<file path="config.mk">
export PLATFORM = sky130hd
export DESIGN_NAME = i2c_slave_al
export DESIGN_NICKNAME = d
export VERILOG_FILES = /design/src/rtl/i2cs_pkg.sv /design/src/rtl/i2cs_sync.sv /design/src/rtl/i2cs_cond_detect.sv /design/src/rtl/i2c_slave_al.sv
export SDC_FILE = /design/constraint.sdc
export NUM_CORES = 1
export LEC_CHECK = 0
export ABC_AREA = 1
export BUFFER_PORTS_ARGS = -buffer_cell sky130_fd_sc_hd__buf_2
export CELL_PAD_IN_SITES_DETAIL_PLACEMENT = 0
export CELL_PAD_IN_SITES_GLOBAL_PLACEMENT = 2
export CORE_UTILIZATION = 29
export DETAILED_ROUTE_END_ITERATION = 10
export PLACE_DENSITY = 0.77
export SYNTH_ARGS = -nofsm -noshare
export SYNTH_HDL_FRONTEND = slang
export SYNTH_SLANG_ARGS = --single-unit
</file>
<file path="constraint.sdc">
create_clock -name clk -period 2.6 [get_ports clk]
set_input_delay 0.26 -clock clk [delete_from_list [all_inputs] [get_ports clk]]
set_output_delay 0.26 -clock clk [all_outputs]
set_load 0.01 [all_outputs]
</file>
<file path="src/rtl/i2cs_pkg.sv">
package i2cs_pkg;

    localparam int DATA_W = 8;
    localparam int CNT_W  = 4;

    typedef enum logic [2:0] {
        PH_IDLE,
        PH_ADDR,
        PH_ADDR_ACK,
        PH_RX,
        PH_RX_ACK,
        PH_TX,
        PH_TX_ACK
    } phase_t;

    typedef struct packed {
        logic start;
        logic stop;
        logic rise;
        logic fall;
    } bus_ev_t;

    typedef struct packed {
        logic al;
        logic trx;
        logic aas;
        logic ad0;
        logic lrb;
    } status_t;

    // bits per word; a zero field selects a full byte
    function automatic logic [CNT_W-1:0] word_len(input logic [2:0] cfg);
        return (cfg == 3'd0) ? CNT_W'(DATA_W) : CNT_W'(cfg);
    endfunction

    function automatic logic [DATA_W-1:0] low_mask(input logic [CNT_W-1:0] n);
        return ~({DATA_W{1'b1}} << n);
    endfunction

    // move bit n-1 to the MSB so the shifter always sends from the top
    function automatic logic [DATA_W-1:0] tx_align(input logic [DATA_W-1:0] v,
                                                   input logic [CNT_W-1:0]  n);
        return v << (CNT_W'(DATA_W) - n);
    endfunction

endpackage

</file>
<file path="src/rtl/i2cs_sync.sv">
module i2cs_sync #(
    parameter int   STAGES  = 2,
    parameter logic RST_VAL = 1'b1
) (
    input  logic clk,
    input  logic rst,
    input  logic d,
    output logic q
);
    logic [STAGES-1:0] chain;

    always_ff @(posedge clk) begin
        if (rst) chain <= {STAGES{RST_VAL}};
        else     chain <= {chain[STAGES-2:0], d};
    end

    assign q = chain[STAGES-1];
endmodule

</file>
<file path="src/rtl/i2cs_cond_detect.sv">
module i2cs_cond_detect
    import i2cs_pkg::*;
(
    input  logic    clk,
    input  logic    rst,
    input  logic    scl,
    input  logic    sda,
    output bus_ev_t ev
);
    logic scl_q, sda_q;

    always_ff @(posedge clk) begin
        if (rst) begin
            scl_q <= 1'b1;
            sda_q <= 1'b1;
        end else begin
            scl_q <= scl;
            sda_q <= sda;
        end
    end

    always_comb begin
        ev.start = scl && scl_q && sda_q && !sda;
        ev.stop  = scl && scl_q && !sda_q && sda;
        ev.rise  = scl && !scl_q;
        ev.fall  = !scl && scl_q;
    end
endmodule

</file>
<file path="src/rtl/i2c_slave_al.sv">
module i2c_slave_al
    import i2cs_pkg::*;
#(
    parameter int SYNC_STAGES = 2
) (
    input  logic       clk,
    input  logic       rst,
    input  logic       scl_in,
    input  logic       sda_in,
    output logic       scl_drive_low,
    output logic       sda_drive_low,
    input  logic [6:0] own_addr,
    input  logic [2:0] word_bits_cfg,
    input  logic       arb_lost,
    input  logic       host_rd,
    input  logic       host_wr,
    input  logic [7:0] host_wdata,
    input  logic       host_release,
    input  logic       host_clr_trx,
    output logic [7:0] rx_data,
    output logic       irq,
    output logic       pend_n,
    output logic       st_al,
    output logic       st_trx,
    output logic       st_aas,
    output logic       st_ad0,
    output logic       st_lrb
);
    localparam int LINES = 2;

    logic [LINES-1:0] raw_line, syn_line;
    assign raw_line = {sda_in, scl_in};

    for (genvar g = 0; g < LINES; g++) begin : g_sync
        i2cs_sync #(.STAGES(SYNC_STAGES), .RST_VAL(1'b1)) u_sync (
            .clk(clk), .rst(rst), .d(raw_line[g]), .q(syn_line[g])
        );
    end

    logic scl_s, sda_s;
    assign scl_s = syn_line[0];
    assign sda_s = syn_line[1];

    bus_ev_t ev;
    i2cs_cond_detect u_cond (
        .clk(clk), .rst(rst), .scl(scl_s), .sda(sda_s), .ev(ev)
    );

    phase_t              phase;
    status_t             st;
    logic [CNT_W-1:0]    cnt;
    logic [DATA_W-1:0]   shreg, dbuf;
    logic                sda_oe, stretch;

    logic [CNT_W-1:0]    n_bits;
    logic                addr_hit, gcall, host_touch;
    logic [DATA_W-1:0]   tx_word;

    assign n_bits     = word_len(word_bits_cfg);
    assign addr_hit   = (shreg[7:1] == own_addr);
    assign gcall      = (shreg == '0);
    assign host_touch = host_rd || host_wr || host_release;
    assign tx_word    = tx_align(host_wr ? host_wdata : dbuf, n_bits);

    always_ff @(posedge clk) begin
        irq <= 1'b0;
        if (rst) begin
            phase   <= PH_IDLE;
            st      <= '0;
            cnt     <= '0;
            shreg   <= '0;
            dbuf    <= '0;
            sda_oe  <= 1'b0;
            stretch <= 1'b0;
        end else begin
            if (arb_lost)     st.al  <= 1'b1;
            if (host_clr_trx) st.trx <= 1'b0;
            if (host_wr)      dbuf   <= host_wdata;

            if (ev.stop || ev.start) begin
                phase   <= ev.start ? PH_ADDR : PH_IDLE;
                cnt     <= '0;
                st.aas  <= 1'b0;
                st.ad0  <= 1'b0;
                st.trx  <= 1'b0;
                if (ev.stop) st.al <= 1'b0;
                sda_oe  <= 1'b0;
                stretch <= 1'b0;
            end else if (stretch) begin
                if (host_touch) begin
                    stretch <= 1'b0;
                    if (phase == PH_TX) begin
                        if (st.trx && !host_clr_trx) begin
                            shreg  <= tx_word;
                            sda_oe <= ~tx_word[DATA_W-1];
                            cnt    <= '0;
                        end else begin
                            phase <= PH_IDLE;
                        end
                    end
                end
            end else begin
                unique case (phase)
                    PH_ADDR, PH_RX: begin
                        if (ev.rise) begin
                            shreg <= {shreg[DATA_W-2:0], sda_s};
                            cnt   <= cnt + CNT_W'(1);
                        end else if (ev.fall && phase == PH_ADDR &&
                                     cnt == CNT_W'(DATA_W)) begin
                            phase <= PH_ADDR_ACK;
                            if (addr_hit || gcall) begin
                                st.aas <= 1'b1;
                                st.ad0 <= gcall && !addr_hit;
                                st.trx <= addr_hit && shreg[0];
                                sda_oe <= 1'b1;
                            end
                        end else if (ev.fall && phase == PH_RX && cnt == n_bits) begin
                            phase <= PH_RX_ACK;
                            if (st.aas || st.al) dbuf <= shreg & low_mask(n_bits);
                            if (st.aas) sda_oe <= 1'b1;
                        end
                    end
                    PH_ADDR_ACK, PH_RX_ACK: begin
                        if (ev.fall) begin
                            sda_oe <= 1'b0;
                            cnt    <= '0;
                            phase  <= (phase == PH_ADDR_ACK && st.trx) ? PH_TX : PH_RX;
                            if (st.aas || st.al) begin
                                irq     <= 1'b1;
                                stretch <= 1'b1;
                            end
                        end
                    end
                    PH_TX: begin
                        if (ev.fall) begin
                            if (cnt == n_bits - CNT_W'(1)) begin
                                sda_oe <= 1'b0;
                                phase  <= PH_TX_ACK;
                            end else begin
                                sda_oe <= ~shreg[DATA_W-2];
                                shreg  <= shreg << 1;
                                cnt    <= cnt + CNT_W'(1);
                            end
                        end
                    end
                    PH_TX_ACK: begin
                        if (ev.rise) st.lrb <= sda_s;
                        else if (ev.fall) begin
                            phase   <= PH_TX;
                            cnt     <= '0;
                            irq     <= 1'b1;
                            stretch <= 1'b1;
                        end
                    end
                    default: ;
                endcase
            end
        end
    end

    assign scl_drive_low = stretch;
    assign pend_n        = ~stretch;
    assign sda_drive_low = sda_oe;
    assign rx_data       = dbuf;
    assign st_al         = st.al;
    assign st_trx        = st.trx;
    assign st_aas        = st.aas;
    assign st_ad0        = st.ad0;
    assign st_lrb        = st.lrb;
endmodule

</file>
Word-level counts from Yosys, hierarchy flattened
Index checks and enable logic that the tools add are counted.
{"block": "word_totals", "regBits": 37, "inputBits": 27, "output_inout_bits": 17, "word_cells": 176}
{"block": "classes", "addsub": 3, "eq_ne": 32, "shifts": 2, "muxes": 74, "bitwise_logic": 7, "reduce_logical": 42}
{"operator": "$mux W8", "count": 15}
{"operator": "$mux W3", "count": 18}
{"operator": "$mux W4", "count": 11}
{"operator": "$ne A4 B4 Y1 const B", "count": 8}
{"operator": "$mux W1", "count": 25}
{"operator": "$ne A3 B3 Y1 const B", "count": 7}
{"operator": "$pmux W4 S4", "count": 1}
{"operator": "$pmux W8 S2", "count": 1}
{"operator": "$reduce_and A8 Y1", "count": 2}
{"operator": "$logic_and A1 B1 Y1", "count": 15}
{"operator": "$pmux W3 S4", "count": 1}
{"operator": "$reduce_and A11 Y1", "count": 1}
{"operator": "$reduce_and A10 Y1", "count": 1}
{"operator": "$eq A3 B3 Y1 const B", "count": 3}
{"operator": "$and A8 B8 Y8", "count": 1}
{"operator": "$eq A4 B4 Y1", "count": 2}
{"operator": "$logic_not A8 Y1", "count": 1}
{"operator": "$not A8 Y8", "count": 1}
{"operator": "$shl A8 B4 Y8", "count": 1}
{"operator": "$shl A8 B4 Y8 const A", "count": 1}
{"operator": "$eq A7 B7 Y1", "count": 1}
{"operator": "$eq A3 B2 Y1 const B", "count": 2}
{"operator": "$logic_not A1 Y1", "count": 6}
{"operator": "$ne A2 B1 Y1 const B", "count": 3}
{"operator": "other kinds (21)", "count": 32}

Logic depth before layout (Yosys ltp)
Gate-level depths: netlist (run 1).
{"block": "depth", "word_depth": 12, "ltp_mapped": 15, "depth_no_buf": 14}

Hierarchy
From an unflattened synthesis (run 1), not the netlist that was laid out.
{"block": "hier_totals", "cells_unflattened": 455, "hier_area_um2": 2825.2}
{"mod": "i2c_slave_al", "instances": 1, "cells_per_inst": 425, "area_each_um2": 2615.0, "seq_area_each_um2": 620.6}
{"mod": "i2cs_sync", "instances": 2, "cells_per_inst": 7, "area_each_um2": 58.8, "seq_area_each_um2": 40.0}
{"mod": "i2cs_cond_detect", "instances": 1, "cells_per_inst": 16, "area_each_um2": 92.6, "seq_area_each_um2": 40.0}

Least setup slack after synthesis (run 1)
OpenSTA, ideal clock, no wires.
{"block": "synth_path", "path_type": "in2reg", "startpoint": "in word_bits_cfg[0]", "endpoint": "reg shreg[6]", "t_arrival_ns": 1.921, "setup_slack_ns": 0.563, "path_stages": 14, "cell_sequence": "inv_1 > buf_2 > ha_1 > ha_1 > nand2_1 > o21ai_0 > nor2_1 > nand3_1 > nand3b_1 > nand2_2 > nor2_4 > buf_6 > o21ai_1 > nor2_1"}
{"block": "synth_via", "elab_chain_cells": 8, "word_cells_on_any_way": 12}
{"element": "from (decl)", "line_no": "i2c_slave_al.sv:13", "source": "input logic [2:0] word_bits_cfg,"}
{"element": "$logic_not A3 Y1", "line_no": "i2cs_pkg.sv:33", "source": "return (cfg == 3'd0) ? CNT_W'(DATA_W) : CNT_W'(cfg);"}
{"element": "$mux W4 *", "line_no": "i2cs_pkg.sv:33"}
{"element": "$sub A4 B4 Y4", "line_no": "i2cs_pkg.sv:43", "source": "return v << (CNT_W'(DATA_W) - n);"}
{"element": "$shl A8 B4 Y8", "line_no": "i2cs_pkg.sv:43"}
{"element": "$mux W8", "line_no": "i2c_slave_al.sv:93", "source": "if (st.trx && !host_clr_trx) begin"}
{"element": "$mux W8", "line_no": "i2c_slave_al.sv:92", "source": "if (phase == PH_TX) begin"}
{"element": "$mux W8", "line_no": "i2c_slave_al.sv:90", "source": "if (host_touch) begin"}
{"element": "$mux W8", "line_no": "i2c_slave_al.sv:89", "source": "end else if (stretch) begin"}
{"element": "to (signal assigned)", "line_no": "i2c_slave_al.sv:94", "source": "shreg <= tx_word;"}
{"element": "to (signal assigned)", "line_no": "i2c_slave_al.sv:106", "source": "shreg <= {shreg[DATA_W-2:0], sda_s};"}
{"element": "to (signal assigned)", "line_no": "i2c_slave_al.sv:141", "source": "shreg <= shreg << 1;"}
{"element": "to (decl)", "line_no": "i2c_slave_al.sv:52", "source": "logic [DATA_W-1:0] shreg, dbuf;"}
Every way passes the cells marked *; elsewhere a longest branch is shown, timed or not. The select of a mux whose other input is x is not followed.
A chain may end at the register's enable or synchronous reset.

Final worst setup path (run 1)
{"block": "layout_path", "startpoint": "in word_bits_cfg[1]", "endpoint": "reg shreg[6]"}
Same word-level chain as after synthesis.

==> results of run 1 <==
[power groups by stage]
stage	Sequential, uW	Combinational (uW)	Clock [uW]
floorplan	754	740	0
global placement	804	932	0
detailed placement	801	926	0
CTS	789	931	423
global route	806	1060	447
finish	788	928	405
[per-layer routing]
layer | GRT usage | vias up | share of wire | wire (um)
li1 | - | 1461 | - | -
met5 | 0 | - | 0 | 0
met1 | 0.257 | 1251 | 0.52 | 4110
met3 | 0.0441 | 7 | 0.049 | 392
met4 | 0.0379 | 0 | 0.0088 | 70
met2 | 0.261 | 50 | 0.43 | 3400
[layout by cell type (no fill, tap or decap), drive strengths merged]
master	instances
nand2	117
nor2	64
inv	51
buf	47
nand3	42
dfxtp	37
o21ai	32
a21oi	29
or2	6
clkbuf	6
nor3	6
ha	5
xnor2	4
nand4	4
o22ai	3
clkinv	3
xor2	2
nand3b	2
o211ai	2
and2	2
a311oi	1
o21a	1
nor4	1
and3	1
a211oi	1
o32ai	1
a31oi	1
[cell families after synthesis]
group                    after synthesis  synth area share
flip-flops                            37             0.285
adder cells (fa/ha/maj)                5            0.0241
XOR/XNOR                               6            0.0202
AO/OA/AOI/OAI                         71             0.149
AND/OR/NAND/NOR                      245             0.420
buffers and inverters                 64             0.102
[area by class of cell]
| class | count | share of cell area |
|---|---|---|
| inverters | 52 | 0.0652 |
| well taps | 108 | 0.0451 |
| clock inverters | 2 | 0.00334 |
| multi-input cells | 327 | 0.533 |
| repair buffers | 47 | 0.0819 |
| clock buffers | 6 | 0.0242 |
| flip-flops and latches | 37 | 0.247 |
[registers in the layout, indices dropped and copies added (netlist names), 3 cells and up]
name                 count
shreg                    8
rx_data                  8
cnt                      4
g_sync.u_sync.chain      4
phase                    3
[worst max-delay path, stage by stage]
cell and delay, ps:
buf_2 140, inv_1 80, ha_1 220, ha_1 400, nand2_1 70, o21ai_0 70, nor2_1 60, nand3_1 110
nand3b_1 160, nand2_2 100, nor2_4 230, inv_1 140, nor3_1 150, nor2_1 50
[through the flow]
| step | cells | utilization |
|---|---|---|
| 2_1_floorplan | 428 | - |
| 3_3_place_gp | 571 | 0.334 |
| 4_1_cts | 579 | 0.343 |
| 5_1_grt | 579 | 0.343 |
| 6_report | 579 | 0.343 |
| 3_5_place_dp | 571 | 0.334 |
[worst paths after layout]
kind / from / end / slack, ps / cells after the start
worst max-delay path: word_bits_cfg[1] / shreg[6] / 520 / 14
worst min-delay path: scl_in / g_sync[0].u_sync.chain[0] / 140 / 2
worst min register to register: g_sync[1].u_sync.chain[0] / g_sync[1].u_sync.chain[1] / 410 / 1
worst max register to register: cnt[1] / rx_data[5] / 710 / 9
==> summary.txt, run 1 <==
Status
  • Status: completed

Placed design
  • GPL Wtd Cong: 0.889
  • Place WS: 223 ps
  • PortBufs: 43
  • Detailed placement HPWL: 6.39 mm
  • Cell Area, Placed: 2910 um^2

Finish
  • Layout cells sized above 1: 0.195
  • Seq. cell area: 741 um^2
  • N_diodes: 0
  • Final instance area: 2990 um^2
  • Footprint of the multi-input gates: 1600 um^2
  • Area delta synth->final: 15.1%
  • Fillers: 956
  • # nets final: 502

Floorplanning
  • Die area: 9350 um^2
  • Cell row count: 34
  • Die height: 96.7 um
  • Initial Util: 0.298
  • Core footprint: 8720 um^2
  • Die W: 96.7 um
  • # IOs: 44

Synth
  • Commonest cells post-synth: nand2_1, nor2_1, inv_1
  • Post-synthesis sequential area ratio: 0.285
  • Mapped Cells: 428
  • Syn_area_per_cell: 6.08 um^2
  • Top_reg_cell synth: dfxtp_1
  • Area contributors post-synth: dfxtp_1, nand2_1, nor2_1, nand3_1, inv_1
  • Most common cell in the netlist: nand2_1
  • Synth warnings: 0
  • EDFF count, synth: 0
  • Syn_nets: 460
  • Async set-reset flop share out of synthesis: 0
  • Post-synth top area share: 0.285
  • FF+latch count, synth: 37
  • Post-Syn Area: 2600 um^2
  • Synth area leader: dfxtp_1
  • Distinct cells, synth: 39

Setup path
  • Crit path DAT: 2260 ps
  • Worst EP required: 2790 ps
  • Worst setup SP type: input port
  • Maximum fanout along the worst path: 12
  • Critical Path Sink Type: register
  • Kind of critical path: input port to register

Global routing
  • Remaining global-route overflow: 0
  • Largest net degree at the start of global routing: 21
  • Tot GR Track Use: 0.177
  • Global-route wire length before repair: 13.2 mm
  • Number of global-route vias before repair: 2,594
  • Initial antenna violation count: 0

Detailed routing
  • # DRC: 0
  • Via count: 2,769
  • Initial DRC count: 137
  • DRT antenna net count: 0
  • Total Wirelength: 7.97 mm
  • Routed wire per std cell: 13.8 um
  • Via density: 4.78
  • DR pass1 iterations: 4

Pwr
  • Largest vdd supply drop: 0.222 mV
  • Switching Share: 0.442
  • Pwr Total: 2120 uW
  • Lkg Pwr: 0.00146 uW
  • Clock power share: 0.191
  • Psw: 937 uW
  • Internal power: 1180 uW
  • Sequential Power Share: 0.372
  • Logic pwr share: 0.437
  • Cell Pwr Density: 708 nW/um^2

Clock tree
  • CTS Sinks: 37
  • Post_cts resized: 0
  • CTS tree: built
  • # H-tree levels: 2
  • Clk slew on worst S/H paths: 70 ps
  • Clk Latency, worst-skew pair: 300 ps
  • Hold buffers post-CTS: 0
  • CTS Buf Count: 5
  • Clock buffer depth: 2
  • Post-CTS Setup Repair Bufs: 0
  • Root buf cell: clkbuf_8

STA
  • Hold WS: 143 ps
  • Clock skew: 7.33 ps
  • TNS Setup: 0 ps
  • Final count of pins violating max slew: 0
  • Setup ws final: 524 ps
  • RSZ-0062 raised after global routing: false
  • # setup viols final: 0
  • Slew @ Worst Pin: 693 ps
  • Final min period: 2080 ps
  • Relative slew slack: 0.537
  • FMAX: 482 MHz
  • Hold Violations, Final: 0
  • Crit share post-route: 0.799

Job
  • Maxcap violations: 0

Hold path
  • Hold crit path type: input port to register
(Power assumes the default switching activity.)
==> run 2: changes to the inputs <==
CORE_UTILIZATION = 27   (was 29)
PLACE_DENSITY = 0.75   (was 0.77)
clock period = 1.9 ns   (was 2.6 ns; I/O delays follow)
==> run 2 against run 1 <==
Die area up 7.3%. Via count up 4.8%. Non-clock buffer count up 22. Sequential cell count unchanged. Setup slack worse by 360 ps. Critical path depth up 1. Highest routed layer unchanged. Design area up 9.4%. Largest cell class unchanged. Utilization up 0.96 points. Sequential power up 36%.
==> summary.txt, run 2 (synthesis results as in run 1) <==
Status
  • Status: completed

Setup path
  • Critical Path Sink Type: register
  • Worst EP required: 2100 ps
  • Slowest-stage cell, CP: ha_4
  • Worst setup SP type: input port
  • Most common cell type on the critical path: nor2_1
  • Crit-path cells: buf_2 > inv_1 > ha_2 > ha_4 > nand2_1 > o21ai_0 > nor2_1 > nand3_1 > nand3b_1 > nand2_2 > nor2_4 > buf_4 > nand2_1 > nor2_1 > nor2_1
  • Maximum fanout along the worst path: 7
  • Kind of critical path: input port to register
  • Worst path max stage delay: 280 ps
  • Crit path DAT: 1930 ps

STA
  • Crit share post-route: 0.912
  • # setup viols final: 0
  • RSZ-0062 raised after global routing: true
  • Clock skew: 11.8 ps
  • FMAX: 577 MHz
  • Final count of pins violating max slew: 0
  • Final min period: 1730 ps
  • Hold Violations, Final: 0
  • Hold WS: 67.5 ps
  • Slew @ Worst Pin: 632 ps
  • Relative slew slack: 0.578

Detailed routing
  • DRT antenna net count: 0
  • Via density: 4.66
  • Total Wirelength: 8.41 mm
  • Routed wire per std cell: 13.5 um
  • Via count: 2,901
  • DR pass1 iterations: 4
  • # DRC: 0
  • Initial DRC count: 148

Placed design
  • GPL Wtd Cong: 0.856
  • Detailed placement HPWL: 6.89 mm
  • PortBufs: 43
  • Cell Area, Placed: 3100 um^2

Global routing
  • Largest net degree at the start of global routing: 19
  • Number of global-route vias before repair: 2,669
  • Global-route wire length before repair: 13.6 mm
  • Tot GR Track Use: 0.175
  • Remaining global-route overflow: 0
  • Initial antenna violation count: 0

Finish
  • Commonest cells after routing, fill and taps aside: nand2_1, nor2_1, buf_2, inv_1, nand3_1
  • # nets final: 524
  • Area delta synth->final: 26.0%
  • Final instance area: 3280 um^2
  • Layout cells sized above 1: 0.252
  • Most common cell after layout, fill and taps aside: nand2_1
  • N_diodes: 0

Clock tree
  • Clk Latency, worst-skew pair: 300 ps
  • # H-tree levels: 2
  • CTS Sinks: 37
  • Clk slew on worst S/H paths: 90 ps
  • Root buf cell: clkbuf_8
  • CTS Buf Count: 5
  • Clock buffer depth: 2
  • CTS tree: built

Floorplanning
  • Die W: 100 um
  • Die height: 100 um
  • Cell row count: 35
  • Core footprint: 9280 um^2
  • # IOs: 44
  • Initial Util: 0.280
  • Die area: 10,000 um^2

Pwr
  • Lkg Pwr: 0.00160 uW
  • Largest vdd supply drop: 0.399 mV
  • Cell Pwr Density: 1030 nW/um^2
  • Pwr Total: 3360 uW

Hold path
  • Hold crit path type: input port to register

Job
  • Maxcap violations: 0
## run 2: changes by cell type in the layout (fill, tap and decap cells not counted), sizes merged
cell,before,now
clkbuf,6,5
clkinv,3,1
buf,47,69
bufinv,0,2
inv,51,52
## run 2: layout make-up
class | instances | area [um^2]
tap | 129 | 161
inverter | 52 | 195
fill | 1092 | 6010
timing repair buffer | 69 | 410
clock buffer | 5 | 68.8
clock inverter | 3 | 68.8
multi-input combinational | 327 | 1630
sequential | 37 | 746
## run 2: worst max-delay path, delay by kind of cell
kind            cells  cell delay, ps
compound gates      1              70
fa+ha+maj           2             480
buf+inv             3             300
simple gates        9             880
## run 2: metal layers
layer  GRT usage  vias up  share of wire
met4      0.0401        0         0.0073
met2       0.271       56           0.44
li1            -     1514              -
met1       0.256     1327           0.50
met3      0.0237        4          0.045
met5           0        -              0
## run 2: stage by stage
stage          setup TNS (ps)  setup slack [ps]   util  cells
6_report                    0               168  0.353    622
5_1_grt                 -14.9             -14.9  0.353    622
4_1_cts                     0              51.3  0.349    620
3_5_place_dp             -942              -122  0.334    612
3_3_place_gp             -385             -70.4  0.334    612
2_1_floorplan               0              6.06      -    428
## run 2: timing repair
| item | CTS | global route |
|---|---|---|
| endpoints found under the setup margin | 0 | 12 |
| hold buffers | 0 | 0 |
| gates resized for setup | 0 | 8 |
| buffers inserted | 0 | 2 |
| hold endpoints to repair | 0 | 0 |
## run 2: final timing paths
| check | start | endpoint | slack [ps] | cells past startpoint |
|---|---|---|---|---|
| max | word_bits_cfg[1] | shreg[4] | 170 | 15 |
| max reg2reg | cnt[0] | rx_data[5] | 180 | 9 |
| min reg2reg | g_sync[1].u_sync.chain[0] | g_sync[1].u_sync.chain[1] | 420 | 1 |
| min | scl_in | g_sync[0].u_sync.chain[0] | 70 | 2 |
## run 2: power breakdown
group	internal (uW)	switching (uW)	leakage, uW
Sequential	902	172	0.000304
Combinational	560	860	0.00122
Clock	529	340	0.0000687
==> run 3: changes to the inputs <==
ABC_AREA = not set   (was 1)
CORE_UTILIZATION = 30   (was 27)
PLACE_DENSITY = 0.73   (was 0.75)
==> run 3 against run 2 <==
The run now ends with negative setup slack left. Global-route usage shrank 0.095 points. Synthesized area shrank 0.67%. Sequential power shrank 24%. Synthesized cell count shrank 29%. Utilization grew 8.9 points. Count of clock-buffer cells in the layout grew 2. Routed wire length shrank 9.0%. First-iteration DRC count shrank 23%. Final cell count shrank 20%. Via count shrank 12%. Largest power group is now sequential cells.
==> summary.txt, run 3 <==
Status
  • Status: finished with violations
  • Failing checks: negative setup slack

Placed design
  • PortBufs: 43
  • Detailed placement HPWL: 5.74 mm
  • Place WS: -303 ps
  • GPL Wtd Cong: 0.783

Synth
  • Compound-cell area share of the yosys netlist: 0.206
  • Largest family of logic cells by synthesized area: simple AND/OR/NAND/NOR gates
  • Synth area leader: dfxtp_1
  • FF+latch count, synth: 37
  • Mapped Cells: 304
  • Post-synth top area share: 0.287
  • Top_reg_cell synth: dfxtp_1
  • Area contributors post-synth: dfxtp_1, mux2i_1, mux4_2, nor2_1, a21oi_1
  • Distinct cells, synth: 64
  • Most common cell in the netlist: dfxtp_1
  • Synth Area in Adders: 0.0242
  • Async set-reset flop share out of synthesis: 0
  • Commonest cells post-synth: dfxtp_1, nor2_1, nand2_1
  • Syn_nets: 336
  • Multiplexer share of the synthesized area: 0.132
  • Post-Syn Area: 2580 um^2
  • Post-synthesis sequential area ratio: 0.287
  • Area share of and/or/nand/nor cells after synthesis: 0.259
  • Syn_area_per_cell: 8.50 um^2
  • EDFF count, synth: 0
  • Synth Area in XOR/XNOR: 0.0407
  • Synth warnings: 0

Detailed routing
  • Via density: 5.13
  • Initial DRC count: 114
  • Via count: 2,556
  • Total Wirelength: 7.65 mm
  • DR pass1 iterations: 4
  • Routed wire per std cell: 15.4 um
  • DRT antenna net count: 0
  • # DRC: 0

Setup path
  • R2r worst-path depth: 8
  • Crit path DAT: 2140 ps
  • Worst setup SP type: register
  • Kind of critical path: register to register
  • FF-to-FF End: phase[2]
  • Critical Path Sink Type: register
  • Worst EP required: 2120 ps
  • Maximum fanout along the worst path: 3
  • Worst R2R Setup Slack: -20 ps
  • Reg-to-Reg Start: cnt[1]

Finish
  • Commonest cells after routing, fill and taps aside: buf_4, buf_2, nor2_1, dfxtp_1, nand2_1
  • Area delta synth->final: 41.3%
  • Layout cells sized above 1: 0.458
  • # nets final: 425
  • Most common cell after layout, fill and taps aside: buf_4
  • Fillers: 848
  • N_diodes: 0

Pwr
  • Sequential Power Share: 0.453
  • Largest vdd supply drop: 0.205 mV
  • Cell Pwr Density: 489 nW/um^2
  • Psw: 504 uW
  • Switching Share: 0.282
  • Clock power share: 0.328
  • Internal power: 1280 uW
  • Logic pwr share: 0.219
  • Lkg Pwr: 0.00147 uW

Hold path
  • Hold crit path type: input port to register
  • Hold EP: g_sync[0].u_sync.chain[0]
  • Hold Path Origin: scl_in
  • Worst Hold Depth: 2

STA
  • Setup ws final: -19.2 ps
  • Clock skew: 9.00 ps
  • Hold Violations, Final: 0
  • Relative slew slack: 0.667
  • Final count of pins violating max slew: 0
  • Hold WS: 74.2 ps
  • RSZ-0062 raised after global routing: true
  • Final min period: 1920 ps
  • # setup viols final: 2
  • Slew @ Worst Pin: 495 ps
  • FMAX: 521 MHz
  • Crit share post-route: 1.01

Clock tree
  • CTS tree: built
  • CTS Buf Count: 5
  • # H-tree levels: 2
  • Clk slew on worst S/H paths: 80 ps
  • CTS Sinks: 37
  • Root buf cell: clkbuf_8
  • Clk Latency, worst-skew pair: 290 ps
  • Clock buffer depth: 2

Floorplanning
  • Die area: 8990 um^2
  • Die W: 94.8 um
  • Cell row count: 33
  • Initial Util: 0.313
  • Core footprint: 8260 um^2
  • Die height: 94.8 um
  • # IOs: 44

Global routing
  • Largest net degree at the start of global routing: 28
  • Tot GR Track Use: 0.174
  • Global-route wire length before repair: 11.9 mm
  • Number of global-route vias before repair: 2,384
  • Remaining global-route overflow: 0
  • Initial antenna violation count: 0

Job
  • Maxcap violations: 0
[run 3: cell count changes in the layout (fill, tap and decap cells not counted), sizes merged, moves of 16 or more]
| cell | delta |
|---|---|
| buf | +33 |
| inv | -44 |
| mux2i | +16 |
| nand2 | -99 |
| nand3 | -34 |
| nor2 | -29 |
| o21ai | -19 |
[run 3: through the flow]
stage	util	TNS (ps)	instances	cell area [um^2]	total power, uW
finish	0.442	-27.0	498	3650	1790
global route	0.442	-736	498	3650	1860
CTS	0.420	0	495	3470	1780
detailed placement	0.405	-4450	487	3340	1190
global placement	0.405	-3670	487	3340	1190
floorplan	-	-1360	304	2680	1060
[run 3: how the worst max path moves through the flow]
stage,start,endpoint,slack (ps),cells after the start
after floorplan,word_bits_cfg[1],cnt[1],-210,11
after global placement,word_bits_cfg[0],phase[2],-260,12
after detailed placement,word_bits_cfg[0],cnt[1],-300,10
after CTS,cnt[1],rx_data[2],6,7
after global routing,cnt[1],phase[2],-150,8
final,cnt[1],phase[2],-20,8
[run 3: per-layer routing]
layer  routed length (um)  share of wire  track usage
met2                 3390           0.44        0.281
met3                  384          0.050       0.0274
met1                 3780           0.49        0.237
met5                    0              0            0
met4                   94          0.012       0.0492
[run 3: worst max-delay path, cell delays in order (launching register included)]
cell	delay [ps]
dfxtp_2	360
xnor2_2	180
o41ai_2	380
buf_4	180
o311ai_2	110
a31oi_2	260
buf_4	150
nand4b_1	90
a21oi_1	130
[run 3: kinds of logic after synthesis]
group | count (synthesis)
xor gates and xnor gates | 12
AOI/OAI and AO/OA | 73
adders and majority gates | 5
and+or+nand+nor | 122
DFF | 37
buffers and inverters | 30
muxes | 25
[run 3: cell type report]
class / instances / area, um^2 / area share
Multi-Input combinational cell: 237 / 1920 / 0.525
Sequential cell: 37 / 759 / 0.208
Timing Repair Buffer: 103 / 721 / 0.197
Tap cell: 105 / 131 / 0.0360
Clock buffer: 7 / 86.3 / 0.0236
Inverter: 9 / 37.5 / 0.0103
[run 3: timing repair]
action / in CTS / in global routing
setup buffers: 1 / 2
pin swaps: 1 / 6
endpoints found under the setup margin: 22 / 26
endpoints found under the hold margin: 0 / 0
hold buffers: 0 / 0
resized for setup: 9 / 29
cloned: 0 / 1
[run 3: power by group through the flow]
stage / Clock [uW] / Sequential (uW) / Combinational [uW]
final: 585 / 809 / 392
after global routing: 630 / 812 / 423
after CTS: 605 / 813 / 367
after detailed placement: 0 / 831 / 364
after global placement: 0 / 831 / 362
after floorplan: 0 / 833 / 224
